==> config.mk <==
export PLATFORM = sky130hd
export DESIGN_NAME = costas_qpsk_recovery
export DESIGN_NICKNAME = d
export VERILOG_FILES = /design/src/rtl/costas_pkg.sv /design/src/rtl/costas_nco.sv /design/src/rtl/costas_arm.sv /design/src/rtl/costas_loop_ctl.sv /design/src/rtl/costas_qpsk_recovery.sv
export SDC_FILE = /design/constraint.sdc
export NUM_CORES = 1
export LEC_CHECK = 0
export ABC_AREA = 1
export BUFFER_PORTS_ARGS = -buffer_cell sky130_fd_sc_hd__buf_2
export CORE_MARGIN = 3
export CORE_UTILIZATION = 65
export DETAILED_ROUTE_END_ITERATION = 16
export PLACE_DENSITY = 0.91
export REMOVE_ABC_BUFFERS = 1
export SETUP_SLACK_MARGIN = 0.4
export SYNTH_ARGS = -nofsm -noshare
export SYNTH_HDL_FRONTEND = slang
export SYNTH_SLANG_ARGS = --single-unit
==> constraint.sdc <==
create_clock -name clk -period 10.65 [get_ports clk]
set_input_delay 0.5325 -clock clk [delete_from_list [all_inputs] [get_ports clk]]
set_output_delay 0.5325 -clock clk [all_outputs]
set_load 0.005 [all_outputs]
==> src/rtl/costas_pkg.sv <==
package costas_pkg;

    typedef enum logic [0:0] {
        SEEK  = 1'b0,
        TRACK = 1'b1
    } lock_state_t;

    // Parabolic half-wave magnitude for index h within a half period.
    function automatic int lut_mag(input int h, input int half, input int amp);
        return (4 * h * (half - h) * amp) / (half * half);
    endfunction

endpackage

==> src/rtl/costas_nco.sv <==
module costas_nco #(
    parameter int ACC_W = 32,
    parameter int PH_W  = 6,
    parameter int LO_W  = 10
) (
    input  logic                    clk,
    input  logic                    rst_n,
    input  logic [ACC_W-1:0]        fcw,
    output logic signed [LO_W-1:0]  lo_cos,
    output logic signed [LO_W-1:0]  lo_sin
);
    localparam int ENTRIES = 1 << PH_W;
    localparam int HALF    = ENTRIES / 2;
    localparam int QTR     = ENTRIES / 4;
    localparam int AMP     = (1 << (LO_W - 1)) - 1;

    logic [ACC_W-1:0]       acc_q;
    logic [PH_W-1:0]        ph_sin, ph_cos;
    logic signed [LO_W-1:0] wave [ENTRIES];

    // Table computed at elaboration: one entry per phase step
    for (genvar k = 0; k < ENTRIES; k++) begin : g_wave
        localparam int MAG = costas_pkg::lut_mag(k % HALF, HALF, AMP);
        localparam int VAL = (k >= HALF) ? -MAG : MAG;
        assign wave[k] = LO_W'(VAL);
    end

    assign ph_sin = acc_q[ACC_W-1 -: PH_W];
    assign ph_cos = ph_sin + PH_W'(QTR);
    assign lo_sin = wave[ph_sin];
    assign lo_cos = wave[ph_cos];

    always_ff @(posedge clk or negedge rst_n) begin
        if (!rst_n) acc_q <= '0;
        else        acc_q <= acc_q + fcw;
    end

    logic [LO_W-1:0] mag_s, mag_c;
    assign mag_s = lo_sin[LO_W-1] ? LO_W'(-lo_sin) : LO_W'(lo_sin);
    assign mag_c = lo_cos[LO_W-1] ? LO_W'(-lo_cos) : LO_W'(lo_cos);

    // the quadrature pair never collapses together
    a_r2_quadrature: assert property (@(posedge clk) disable iff (!rst_n)
        (32'(mag_s) + 32'(mag_c)) >= 32'(AMP - 1));

endmodule

==> src/rtl/costas_arm.sv <==
module costas_arm #(
    parameter int SAMPLE_W = 12,
    parameter int LO_W     = 10,
    parameter int TAPS_LOG = 3
) (
    input  logic                        clk,
    input  logic                        rst_n,
    input  logic signed [SAMPLE_W-1:0]  sample,
    input  logic signed [LO_W-1:0]      lo,
    output logic signed [SAMPLE_W:0]    bb
);
    localparam int TAPS   = 1 << TAPS_LOG;
    localparam int PROD_W = SAMPLE_W + LO_W;
    localparam int MIX_W  = SAMPLE_W + 1;
    localparam int SUM_W  = MIX_W + TAPS_LOG;

    logic signed [PROD_W-1:0] prod, prod_sh;
    logic signed [MIX_W-1:0]  mix_q;
    logic signed [MIX_W-1:0]  win [TAPS];
    logic signed [SUM_W-1:0]  sum_q, sum_sh;

    assign prod    = PROD_W'(sample) * PROD_W'(lo);
    assign prod_sh = prod >>> (LO_W - 1);

    always_ff @(posedge clk or negedge rst_n) begin
        if (!rst_n) begin
            mix_q <= '0;
            sum_q <= '0;
            for (int t = 0; t < TAPS; t++) win[t] <= '0;
        end else begin
            mix_q  <= MIX_W'(prod_sh);
            sum_q  <= sum_q + SUM_W'(mix_q) - SUM_W'(win[TAPS-1]);
            win[0] <= mix_q;
            for (int t = 1; t < TAPS; t++) win[t] <= win[t-1];
        end
    end

    assign sum_sh = sum_q >>> TAPS_LOG;
    assign bb     = MIX_W'(sum_sh);

    // a zero sample yields a zero mixer product one clock later
    a_r3_silent_in: assert property (@(posedge clk) disable iff (!rst_n)
        ($past(sample) == '0) |-> (mix_q == '0));

    // the averaged arm stays within the input range
    a_r4_avg_bounded: assert property (@(posedge clk) disable iff (!rst_n)
        (int'(bb) <= (1 << (SAMPLE_W - 1))) && (int'(bb) >= -(1 << (SAMPLE_W - 1))));

endmodule

==> src/rtl/costas_loop_ctl.sv <==
module costas_loop_ctl #(
    parameter int ARM_W  = 13,
    parameter int ACC_W  = 32,
    parameter int KP_SH  = 14,
    parameter int KI_SH  = 7,
    parameter int ERR_SH = 5
) (
    input  logic                       clk,
    input  logic                       rst_n,
    input  logic signed [ARM_W-1:0]    arm_i,
    input  logic signed [ARM_W-1:0]    arm_q,
    output logic [ACC_W-1:0]           fcw,
    output logic signed [ARM_W+2:0]    err_lp
);
    localparam int PD_W   = ARM_W + 2;
    localparam int ERR_W  = ARM_W + 3;
    localparam int DIFF_W = ERR_W + 1;
    localparam logic [ACC_W-1:0] NOM_FCW = ACC_W'(1) << (ACC_W - 2);

    logic signed [PD_W-1:0]   ie, qe, t1, t2, pd;
    logic signed [ACC_W-1:0]  pd_wide, integ_q;
    logic signed [ERR_W-1:0]  err_q;
    logic signed [DIFF_W-1:0] diff, diff_sh;

    // Sign-based detector: each arm weighted by the other's polarity
    assign ie      = PD_W'(arm_i);
    assign qe      = PD_W'(arm_q);
    assign t1      = arm_i[ARM_W-1] ? -qe : qe;
    assign t2      = arm_q[ARM_W-1] ? -ie : ie;
    assign pd      = t1 - t2;
    assign pd_wide = ACC_W'(pd);

    assign fcw = NOM_FCW + ACC_W'(integ_q) + ACC_W'(pd_wide <<< KP_SH);

    assign diff    = DIFF_W'(pd) - DIFF_W'(err_q);
    assign diff_sh = diff >>> ERR_SH;

    always_ff @(posedge clk or negedge rst_n) begin
        if (!rst_n) begin
            integ_q <= '0;
            err_q   <= '0;
        end else begin
            integ_q <= integ_q + (pd_wide <<< KI_SH);
            err_q   <= err_q + ERR_W'(diff_sh);
        end
    end

    assign err_lp = err_q;

    // a positive error never lowers the integrator
    a_r6_integ_follows: assert property (@(posedge clk) disable iff (!rst_n)
        ($past(pd) > 0) |-> (integ_q >= $past(integ_q)));

    // the lock error never moves away from the detector output
    a_r7_err_tracks: assert property (@(posedge clk) disable iff (!rst_n)
        ($past(pd) > PD_W'($past(err_q))) |-> (err_q >= $past(err_q)));

endmodule

==> src/rtl/costas_qpsk_recovery.sv <==
module costas_qpsk_recovery #(
    parameter int SAMPLE_W    = 12,
    parameter int ACC_W       = 32,
    parameter int PH_W        = 6,
    parameter int LO_W        = 10,
    parameter int TAPS_LOG    = 3,
    parameter int KP_SH       = 14,
    parameter int KI_SH       = 7,
    parameter int ERR_SH      = 5,
    parameter int LOCK_THRESH = 64,
    parameter int LOCK_LEN    = 1024
) (
    input  logic                       clk,
    input  logic                       rst_n,
    input  logic signed [SAMPLE_W-1:0] adc_in,
    output logic signed [SAMPLE_W:0]   bb_i,
    output logic signed [SAMPLE_W:0]   bb_q,
    output logic                       lock
);
    import costas_pkg::*;

    localparam int ARM_W = SAMPLE_W + 1;
    localparam int ERR_W = ARM_W + 3;
    localparam int CNT_W = $clog2(LOCK_LEN + 1);

    logic [ACC_W-1:0]        fcw;
    logic signed [LO_W-1:0]  lo_cos, lo_sin;
    logic signed [LO_W-1:0]  lo_arm  [2];
    logic signed [ARM_W-1:0] arm_out [2];
    logic signed [ERR_W-1:0] err_lp, err_mag;
    logic                    quiet;
    lock_state_t             state_q, state_d;
    logic [CNT_W-1:0]        cnt_q, cnt_d;

    costas_nco #(.ACC_W(ACC_W), .PH_W(PH_W), .LO_W(LO_W)) u_nco (
        .clk(clk), .rst_n(rst_n), .fcw(fcw), .lo_cos(lo_cos), .lo_sin(lo_sin)
    );

    assign lo_arm[0] = lo_cos;
    assign lo_arm[1] = -lo_sin;

    for (genvar a = 0; a < 2; a++) begin : g_arm
        costas_arm #(.SAMPLE_W(SAMPLE_W), .LO_W(LO_W), .TAPS_LOG(TAPS_LOG)) u_arm (
            .clk(clk), .rst_n(rst_n), .sample(adc_in), .lo(lo_arm[a]), .bb(arm_out[a])
        );
    end

    assign bb_i = arm_out[0];
    assign bb_q = arm_out[1];

    costas_loop_ctl #(
        .ARM_W(ARM_W), .ACC_W(ACC_W), .KP_SH(KP_SH), .KI_SH(KI_SH), .ERR_SH(ERR_SH)
    ) u_loop (
        .clk(clk), .rst_n(rst_n), .arm_i(arm_out[0]), .arm_q(arm_out[1]),
        .fcw(fcw), .err_lp(err_lp)
    );

    assign err_mag = err_lp[ERR_W-1] ? -err_lp : err_lp;
    assign quiet   = err_mag < ERR_W'(LOCK_THRESH);

    // State register
    always_ff @(posedge clk or negedge rst_n) begin
        if (!rst_n) begin
            state_q <= SEEK;
            cnt_q   <= '0;
        end else begin
            state_q <= state_d;
            cnt_q   <= cnt_d;
        end
    end

    // Next state: SETTLE and SLIP transitions
    always_comb begin
        state_d = state_q;
        cnt_d   = '0;
        unique case (state_q)
            SEEK: begin
                if (quiet) begin
                    if (cnt_q == CNT_W'(LOCK_LEN - 1)) state_d = TRACK;
                    else                               cnt_d   = cnt_q + 1'b1;
                end
            end
            TRACK: begin
                if (!quiet) state_d = SEEK;
            end
            default: state_d = SEEK;
        endcase
    end

    // Outputs
    always_comb begin
        unique case (state_q)
            TRACK:   lock = 1'b1;
            default: lock = 1'b0;
        endcase
    end

    // a noisy sample in TRACK always ends the lock
    a_r8_slip: assert property (@(posedge clk) disable iff (!rst_n)
        (lock && !quiet) |=> !lock);

    // lock only rises after a quiet sample
    a_r8_settle_quiet: assert property (@(posedge clk) disable iff (!rst_n)
        $rose(lock) |-> $past(quiet));

endmodule

# Yosys cells after proc, flatten, opt, wreduce, memory -nomap -nowiden
# Memory sizes are Yosys's and may differ from the RTL's.
# Index checks and enable logic that the tools add are counted.
# W data, S select, Z words.
# classes
bitwise,3
mul,2
order_cmp,3
addsub,17
eq_ne,1
n_mux,15
# op_table
operator,n
$add A32 B32 Y32,2
$mul A12 B10 Y22,2
$mux W10,4
$mux W11,3
$add A16 B13 Y16,2
$add A31 B32 Y32 const A,1
$add A32 B22 Y32,1
$sub A16 B13 Y16,2
$mux W15,2
$neg A13 Y15,2
$sub A15 B16 Y17,1
$add A16 B12 Y16,1
$lt A16 B8 Y1 const B,1
$mux W16,1
$neg A16 Y16,1
$sub A15 B15 Y15,1
$ge A7 B7 Y1 const B,2
$not A6 Y7,2
$add A11 B1 Y11 const B,1
$eq A11 B10 Y1 const B,1
$neg A10 Y10,1
$add A6 B5 Y6 const B,1
$mux W1,4
$pmux W1 S2,1
$not A1 Y1,1
# word_totals
memories,2
out_inout_bits,27
rom_bits,1280
register_bits,358
# mem_list
memory,words,word_bits,read_ports,rd_ports_with_merged_regs,wr,line_no,text
(name not given),64,10,1,0,0,costas_nco.sv:30,assign lo_sin = wave[ph_sin];
(name not given),64,10,1,0,0,costas_nco.sv:31,assign lo_cos = wave[ph_cos];

# Longest topological paths before layout
# Gate-level depths: netlist of run 1.
# logic_depth
word_depth,6
ltp_mapped,39

# Hierarchy
# Synthesis of run 1 repeated with hierarchy kept, for this count alone.
# unflattened
cells_unflattened,3695
area_unflattened_um2,30448.0
# by_module_without_submodules
mod,instances,seq_area_each_um2,cells_each,area_per_inst_um2
costas_arm at g_arm[0].u_arm,1,3328.2,1013,9618.0
costas_arm at g_arm[1].u_arm,1,3328.2,998,9587.9
costas_loop_ctl,1,1026.0,851,6198.4
costas_nco,1,800.8,654,3873.7
costas_qpsk_recovery,1,300.3,179,1169.9

# Least setup slack after synthesis of run 1
# Ideal clock, no wire load.
# synth_timing
path_kind,flip-flop to flip-flop
startpoint,register u_nco.acc_q[26]
endpoint,register g_arm[1].u_arm.mix_q[12]
path_stages_with_launch,36
setup_time_ps,126
t_required_ps,10524
arrival_ps,6220
period_less_slack_ps,6346
setup_slack_ps,4304
cell_sequence,dfrtp_1 inv_2 ha_1 nor2_1 nand2_2 nand3_1 nand3_1 inv_2 ha_1 nand2_1 nor2_1 inv_1 nor2_2 inv_1 o21ai_1 nand2_1 inv_2 nand2_1 fa_1 inv_1 fa_1 fa_1 fa_1 inv_1 fa_1 inv_1 ha_1 a21oi_1 o21ai_0 a21oi_1 nand2_1 nand2_1 nand2_1 nand2_1 nand2_1 xor2_1
# synth_between
elab_chain_len,6
# synth_rtl
item,line_no,text
start: declaration,costas_nco.sv:17,logic [ACC_W-1:0] acc_q;
start signal: assignment,costas_nco.sv:35,else acc_q <= acc_q + fcw;
$not A6 Y7 (not written as such),costas_nco.sv:30,
$mem_v2 Z64 W10,-,
$mux W10 (not written as such) (2 in series),costas_nco.sv:30,
$neg A10 Y10,-,
$mul A12 B10 Y22,costas_arm.sv:22,assign prod = PROD_W'(sample) * PROD_W'(lo);
named net g_arm[1].u_arm.prod[21],costas_arm.sv:17,"logic signed [PROD_W-1:0] prod, prod_sh;"
end signal: assignment,costas_arm.sv:31,mix_q <= MIX_W'(prod_sh);
end: declaration,costas_arm.sv:18,logic signed [MIX_W-1:0] mix_q;
# The timed path passes the listed nets, and every way through them passes these cells. The select of a mux whose other input is x is not followed.

# Worst setup path after layout of run 1
# layout_timing
startpoint,register u_nco.acc_q[27]
endpoint,register g_arm[1].u_arm.mix_q[12]
# The elaborated chain is that of the path after synthesis.

==> results by group, run 1 <==
GRT
  – GRT Total Usage: 30.8%
  – GR met1 Demand/Resource: 39.0%
  – Met3 usage: 3.82%
  – GR peak layer: met2
  – Largest net degree at the start of global routing: 125
  – Initial antenna violation count: 0
  – Total congestion overflow: 0
  – Vias in the first global route: 21,700
  – Met2 usage: a little over half
  – First-pass GRT wire length: 109,000 um

Critical path
  – Max incr delay on CP: 550 ps
  – Critical path type: register to register
  – Worst path arrival time: 7740 ps
  – Required time of the critical path: 11,080 ps
  – Internal reg-to-reg setup slack: about 3300 ps
  – Crit path max fanout: 15
  – CP max-delay cell: fa_1
  – Crit path capture type: register
  – Worst Setup Start Kind: register
  – Cell mode on critical path: nand2_1

Logic synthesis
  – Ys async rst share: 100%
  – Top-count cell post-synth: inv_1
  – Post-Syn Area: about 27,000 um^2
  – Register bit count reported by yosys: 344
  – Synth area leaders: dfrtp_1 (32%), fa_1 (19%), ha_1 (12%)
  – Count of cell types in the netlist: 55
  – Area leader, netlist: dfrtp_1
  – Cells after Synth: 2,970
  – EDFF count, synth: 0
  – Top_reg_cell synth: dfrtp_1
  – Syn avg cell area: ~9.2 um^2
  – Synth cell count leaders: inv_1 (613), nand2_1 (520), dfrtp_1 (344)
  – Sequential-to-total area share from yosys stat: 31.6%
  – Yosys top cell area share: 31.6%
  – Ys Warns: 0

Floorplanning
  – IO Pins: around 40
  – Core Area: 41,100 um^2
  – Die Width: around 210 um
  – Initial Util: 66.2%
  – Cell Rows: 74
  – Die height: 211 um
  – Die area: about 44,000 um^2

Finish
  – Nets: 3,537
  – Fin cells: 3,550
  – Area delta synth->final: 6.10%
  – N_diodes: 0
  – Number of fill cells: 2,907
  – Share of layout cells above drive strength 1: between 5 and 6%

CTS
  – Clock slew at reported path FFs: approximately 70 ps
  – Worst skew pair latency: 580 ps
  – Max H-tree Level: 1
  – Post_cts resized: 0
  – Root Buffer: clkbuf_16
  – Post-CTS Setup Inserts: 0
  – Clk sinks: 344
  – Cts bufs inserted: 31
  – Hold-fix buffers, CTS: 0
  – TritonCTS clock tree: built
  – Clk buf depth: 3

Placement
  – HPWL Detailed: 51,500 um
  – Placed instance count: about 3,500
  – Buffers on Ports: 40
  – Routability Congestion: 0.963

Timing
  – Clock skew: 25.2 ps
  – Tmin final: 7300 ps
  – Final worst-path cycle share: 68.6%
  – Max Clk Rate: 137 MHz
  – Final hold viol count: 0
  – Slew Viols, Final: 0
  – Accumulated negative setup slack: 0 ps
  – Worst relative slew slack: around a third
  – Slew @ Worst Pin: 979 ps
  – Unrepaired setup endpoints after global routing: no
  – Setup violators final: 0

Detailed routing
  – Residual DRC: 0
  – Vias per inst: 5.74
  – Iteration-0 DRC Markers: 1,550
  – Final wirelength: 66,700 um
  – Routed WL per cell: between 15 and 20 um
  – Post-DRT Antenna Nets: 0
  – DRT Pass-1 Iters: 8
  – Via Count: 20,400

Min path
  – Hold Crit Class: input pin to asynchronous set/reset pin

Job
  – Max Cap Viol: 0

Status
  – Outcome: finished, final reports clean
cell type report:
type                    count  area (um^2)  share of cell area [%]
inverters                 635         2390                    8.27
flip-flops and latches    344         8610                    29.8
multi-input cells        1941        15900                    55.1
repair buffers             43          233                   0.806
clock inverters            16          229                   0.793
clock buffers              39          846                    2.93
well taps                 532          666                    2.30
sequential cells by signal, summed over array words and instances (netlist names):
name and count:
cnt_q 11, g_arm.u_arm.mix_q 26, g_arm.u_arm.sum_q 32, g_arm.u_arm.win 208, state_q 1, u_loop.err_lp 16
u_loop.integ_q 25, u_nco.acc_q 25
routing by layer:
layer,vias up,part of all wire [%]
li1,9218,-
met1,10000,39
met2,888,50
met3,252,6.1
met4,0,5.2
met5,-,0
worst max-delay path, delay by kind of cell (launching register included):
| kind | cells | cell delay [ps] |
|---|---|---|
| buf+inv | 8 | 1070 |
| xor+xnor | 1 | 150 |
| flops | 1 | 450 |
| fa+ha+maj | 8 | 3510 |
| simple gates | 11 | 1420 |
| compound gates | 4 | 580 |
per-stage QoR:
step	util [%]	hold WS, ps	instance area [um^2]	setup WS [ps]
finish	70.3	45.7	28900	3350
global placement	67.6	331	27800	3780
detailed placement	67.6	335	27800	3510
floorplan	-	237	26900	4310
global route	70.3	142	28900	2890
CTS	70.3	98.5	28900	3430
cell families (layout without fill, tap and decap cells):
logic type,Yosys count,count (layout),share of synthesized area [%]
AOI/OAI and AO/OA,341,341,7.31
xor gates and xnor gates,172,172,5.53
buffers and inverters,685,733,9.92
adders and majority gates,527,527,31.5
and+or+nand+nor,901,901,14.1
DFF,344,344,31.6
path summary, 6_finish.rpt:
| path | start | endpoint | depth (start not counted) |
|---|---|---|---|
| max reg2reg | u_nco.acc_q[27] | g_arm[1].u_arm.mix_q[12] | 32 |
| min reg2reg | g_arm[0].u_arm.win[83] | g_arm[0].u_arm.win[70] | 0 |
| max in group asynchronous | rst_n | g_arm[1].u_arm.win[2] | 3 |
| max | u_nco.acc_q[27] | g_arm[1].u_arm.mix_q[12] | 32 |
| min | rst_n | g_arm[0].u_arm.sum_q[11] | 1 |
| min in group clk | g_arm[0].u_arm.win[83] | g_arm[0].u_arm.win[70] | 0 |
cell usage in the layout, fill, tap and decap left out, types with 6 or more instances in the layout:
cell / instances
inv_1: 613
nand2_1: 520
dfrtp_1: 344
fa_1: 265
ha_1: 262
nor2_1: 194
a21oi_1: 164
xor2_1: 124
nand3_1: 81
o21ai_0: 76
xnor2_1: 48
buf_2: 39
clkbuf_16: 31
nor3_1: 28
nand4_1: 20
a21o_1: 17
inv_2: 14
a31oi_1: 14
nor2_2: 14
o21ai_1: 13
o21bai_1: 11
nand2_2: 10
o2111ai_1: 7
nor4_1: 7
clkinv_1: 6
o21a_1: 6
Power of run 1 is not shown: default switching activity piles up to over one toggle a cycle in this logic, so the estimate is an artifact.
==> run 2, diff against run 1 <==
==> constraint.sdc (replaced) <==
create_clock -name clk -period 7.55 [get_ports clk]
set_input_delay 0.3775 -clock clk [delete_from_list [all_inputs] [get_ports clk]]
set_output_delay 0.3775 -clock clk [all_outputs]
set_load 0.005 [all_outputs]
==> run 2 against run 1 <==
  * Sequential share of layout area shrank 0.17 points
  * Via count grew 1.5%
  * Routed wire length grew 2.3%
  * Final cell count grew 0.31%
  * Count of clock-buffer cells in the layout grew 4
  * Critical endpoint is now g_arm[1].u_arm.mix_q[9]
  * Highest routed layer unchanged
==> results by group, run 2 (synthesis results as in run 1) <==
Status
  – Outcome: finished, final reports clean

CTS
  – Worst skew pair latency: 540 ps (-40 ps)
  – Clk sinks: 344 (unchanged)
  – Clock slew at reported path FFs: 70 ps (about the same)
  – Root Buffer: clkbuf_16
  – Clk buf depth: 3 (unchanged)
  – Max H-tree Level: 2 (+1)
  – Cts bufs inserted: 34 (+9.7%)
  – TritonCTS clock tree: built

Min path
  – Hold path start: g_arm[1].u_arm.win[98]
  – Hold depth: 0
  – Hold Crit Class: register to register

GRT
  – First-pass GRT wire length: 111,000 um (+2.2%)
  – Vias in the first global route: 22,100 (+1.8%)
  – Initial antenna violation count: 0 (unchanged)
  – GRT Total Usage: 31.5% (+0.67 points)
  – Largest net degree at the start of global routing: 156 (+25%)
  – Total congestion overflow: 0 (unchanged)

Critical path
  – Worst path arrival time: 7280 ps (-460 ps)
  – Worst setup path startpoint: u_nco.acc_q[26]
  – Crit Reg-Reg Startpoint: u_nco.acc_q[26]
  – R2r worst-path depth: 29 (-9.4%)
  – Critical path type: register to register
  – Worst Setup Start Kind: register
  – CP Depth: 29 (-9.4%)
  – Max incr delay on CP: 550 ps (about the same)
  – Crit path max fanout: 10 (-5)
  – CP max-delay cell: fa_1
  – Required time of the critical path: 7970 ps (-3110 ps)
  – Crit path capture type: register
  – WP buf/inv: 6 (-2)
  – Worst path top cell family by delay: adder cells

Timing
  – Clock skew: 22.7 ps (-2.46 ps)
  – Worst relative slew slack: 38.9% (+4.2 points)
  – Max Clk Rate: 146 MHz (+6.6%)
  – Final hold viol count: 0 (unchanged)
  – Unrepaired setup endpoints after global routing: yes
  – Setup violators final: 0 (unchanged)
  – Slew @ Worst Pin: 917 ps (-62.6 ps)
  – Slew Viols, Final: 0 (unchanged)
  – Final worst-path cycle share: 90.8% (+22 points)
  – Tmin final: 6850 ps (-451 ps)
  – Accumulated negative setup slack: 0 ps (unchanged)

Floorplanning
  – Initial Util: 66.2% (unchanged)
  – IO Pins: 41 (unchanged)
  – Cell Rows: 74 (unchanged)
  – Die Width: 211 um (unchanged)
  – Die area: 44,400 um^2 (unchanged)
  – Die height: 211 um (unchanged)
  – Core Area: 41,100 um^2 (unchanged)

Finish
  – Share of layout cells above drive strength 1: 6.17% (+0.77 points)
  – FF+latch area: 8610 um^2 (about the same)
  – Area occupied by multi-input gates: 15,900 um^2 (+0.23%)
  – Nets: 3,546 (+0.25%)
  – Area delta synth->final: 6.81%
  – Biggest register: g_arm.u_arm.win
  – N_diodes: 0 (unchanged)
  – Registers with the most flip-flops: g_arm.u_arm.win (208), g_arm.u_arm.sum_q (32), g_arm.u_arm.mix_q (26)
  – Most frequent cells in the layout: inv_1 (611), nand2_1 (518), dfrtp_1 (339), fa_1 (265), ha_1 (259)
  – Commonest non-fill, non-tap cell in the layout: inv_1
  – Number of fill cells: 2,880 (-0.93%)
  – Max reg flops: 208 (unchanged)

Placement
  – HPWL Detailed: 51,600 um (+0.20%)
  – Routability Congestion: 0.968 (+0.49%)
  – Buffers on Ports: 40 (unchanged)

Detailed routing
  – Post-DRT Antenna Nets: 0 (unchanged)
  – Vias per inst: 5.81 (+1.2%)
  – Final wirelength: 68,300 um (+2.3%)
  – Residual DRC: 0 (unchanged)
  – Iteration-0 DRC Markers: 1,828 (+18%)
  – Routed WL per cell: 19.2 um (+2.0%)
  – Via Count: 20,700 (+1.5%)
  – DRT Pass-1 Iters: 8 (unchanged)

Job
  – Max Cap Viol: 0 (unchanged)
-- run 2: changes by cell type in the layout (fill, tap and decap cells not counted), moves of 3 or more --
cell / change
buf_4: +4
ha_1: -3
clkbuf_16: +4
clkinv_8: +3
dfrtp_1: -5
dfrtp_2: +5
inv_6: -4
ha_2: +3
-- run 2: metal layers --
| metal | vias to the layer above | part of all wire (%) | track usage [%] |
|---|---|---|---|
| met5 | - | 0 | 0 |
| li1 | 9234 | - | - |
| met4 | 0 | 5.4 | 14.8 |
| met1 | 10200 | 39 | 39.7 |
| met2 | 957 | 49 | 54.6 |
| met3 | 283 | 6.5 | 4.08 |
-- run 2: per-stage QoR --
step / hold slack (ps) / utilization [%] / area (um^2) / std cells / setup slack [ps]
finish: 344 / 70.7 / 29100 / 3561 / 698
global route: 348 / 70.7 / 29100 / 3561 / 371
CTS: 348 / 70.5 / 29000 / 3557 / 522
detailed placement: 335 / 67.7 / 27800 / 3496 / 389
global placement: 331 / 67.7 / 27800 / 3496 / 696
floorplan: 81.9 / - / 26900 / 2920 / 1210
-- run 2: timing repair --
item | CTS | global route
hold buffers | 1 | 0
pin swaps | 0 | 1
gates resized for setup | 3 | 16
setup endpoints to repair | 2 | 10
endpoints found under the hold margin | 58 | 0
setup buffers | 0 | 4
-- run 2: final cells by class --
type,instances,share of cell area [%]
sequential,344,29.6
inverter,635,8.24
timing repair buffer,49,1.01
tap,532,2.29
clock inverter,17,0.796
multi-input combinational,1941,54.9
clock buffer,43,3.18
-- run 2: path summary, 6_finish.rpt --
path | end | slack, ps
max | g_arm[1].u_arm.mix_q[9] | 700
min | g_arm[1].u_arm.win[85] | 340
max reg2reg | g_arm[1].u_arm.mix_q[9] | 700
min reg2reg | g_arm[1].u_arm.win[85] | 340
max in group asynchronous | g_arm[0].u_arm.mix_q[0] | 5620
min in group asynchronous | g_arm[0].u_arm.win[49] | 550
Power of run 2 is left out for the same reason.
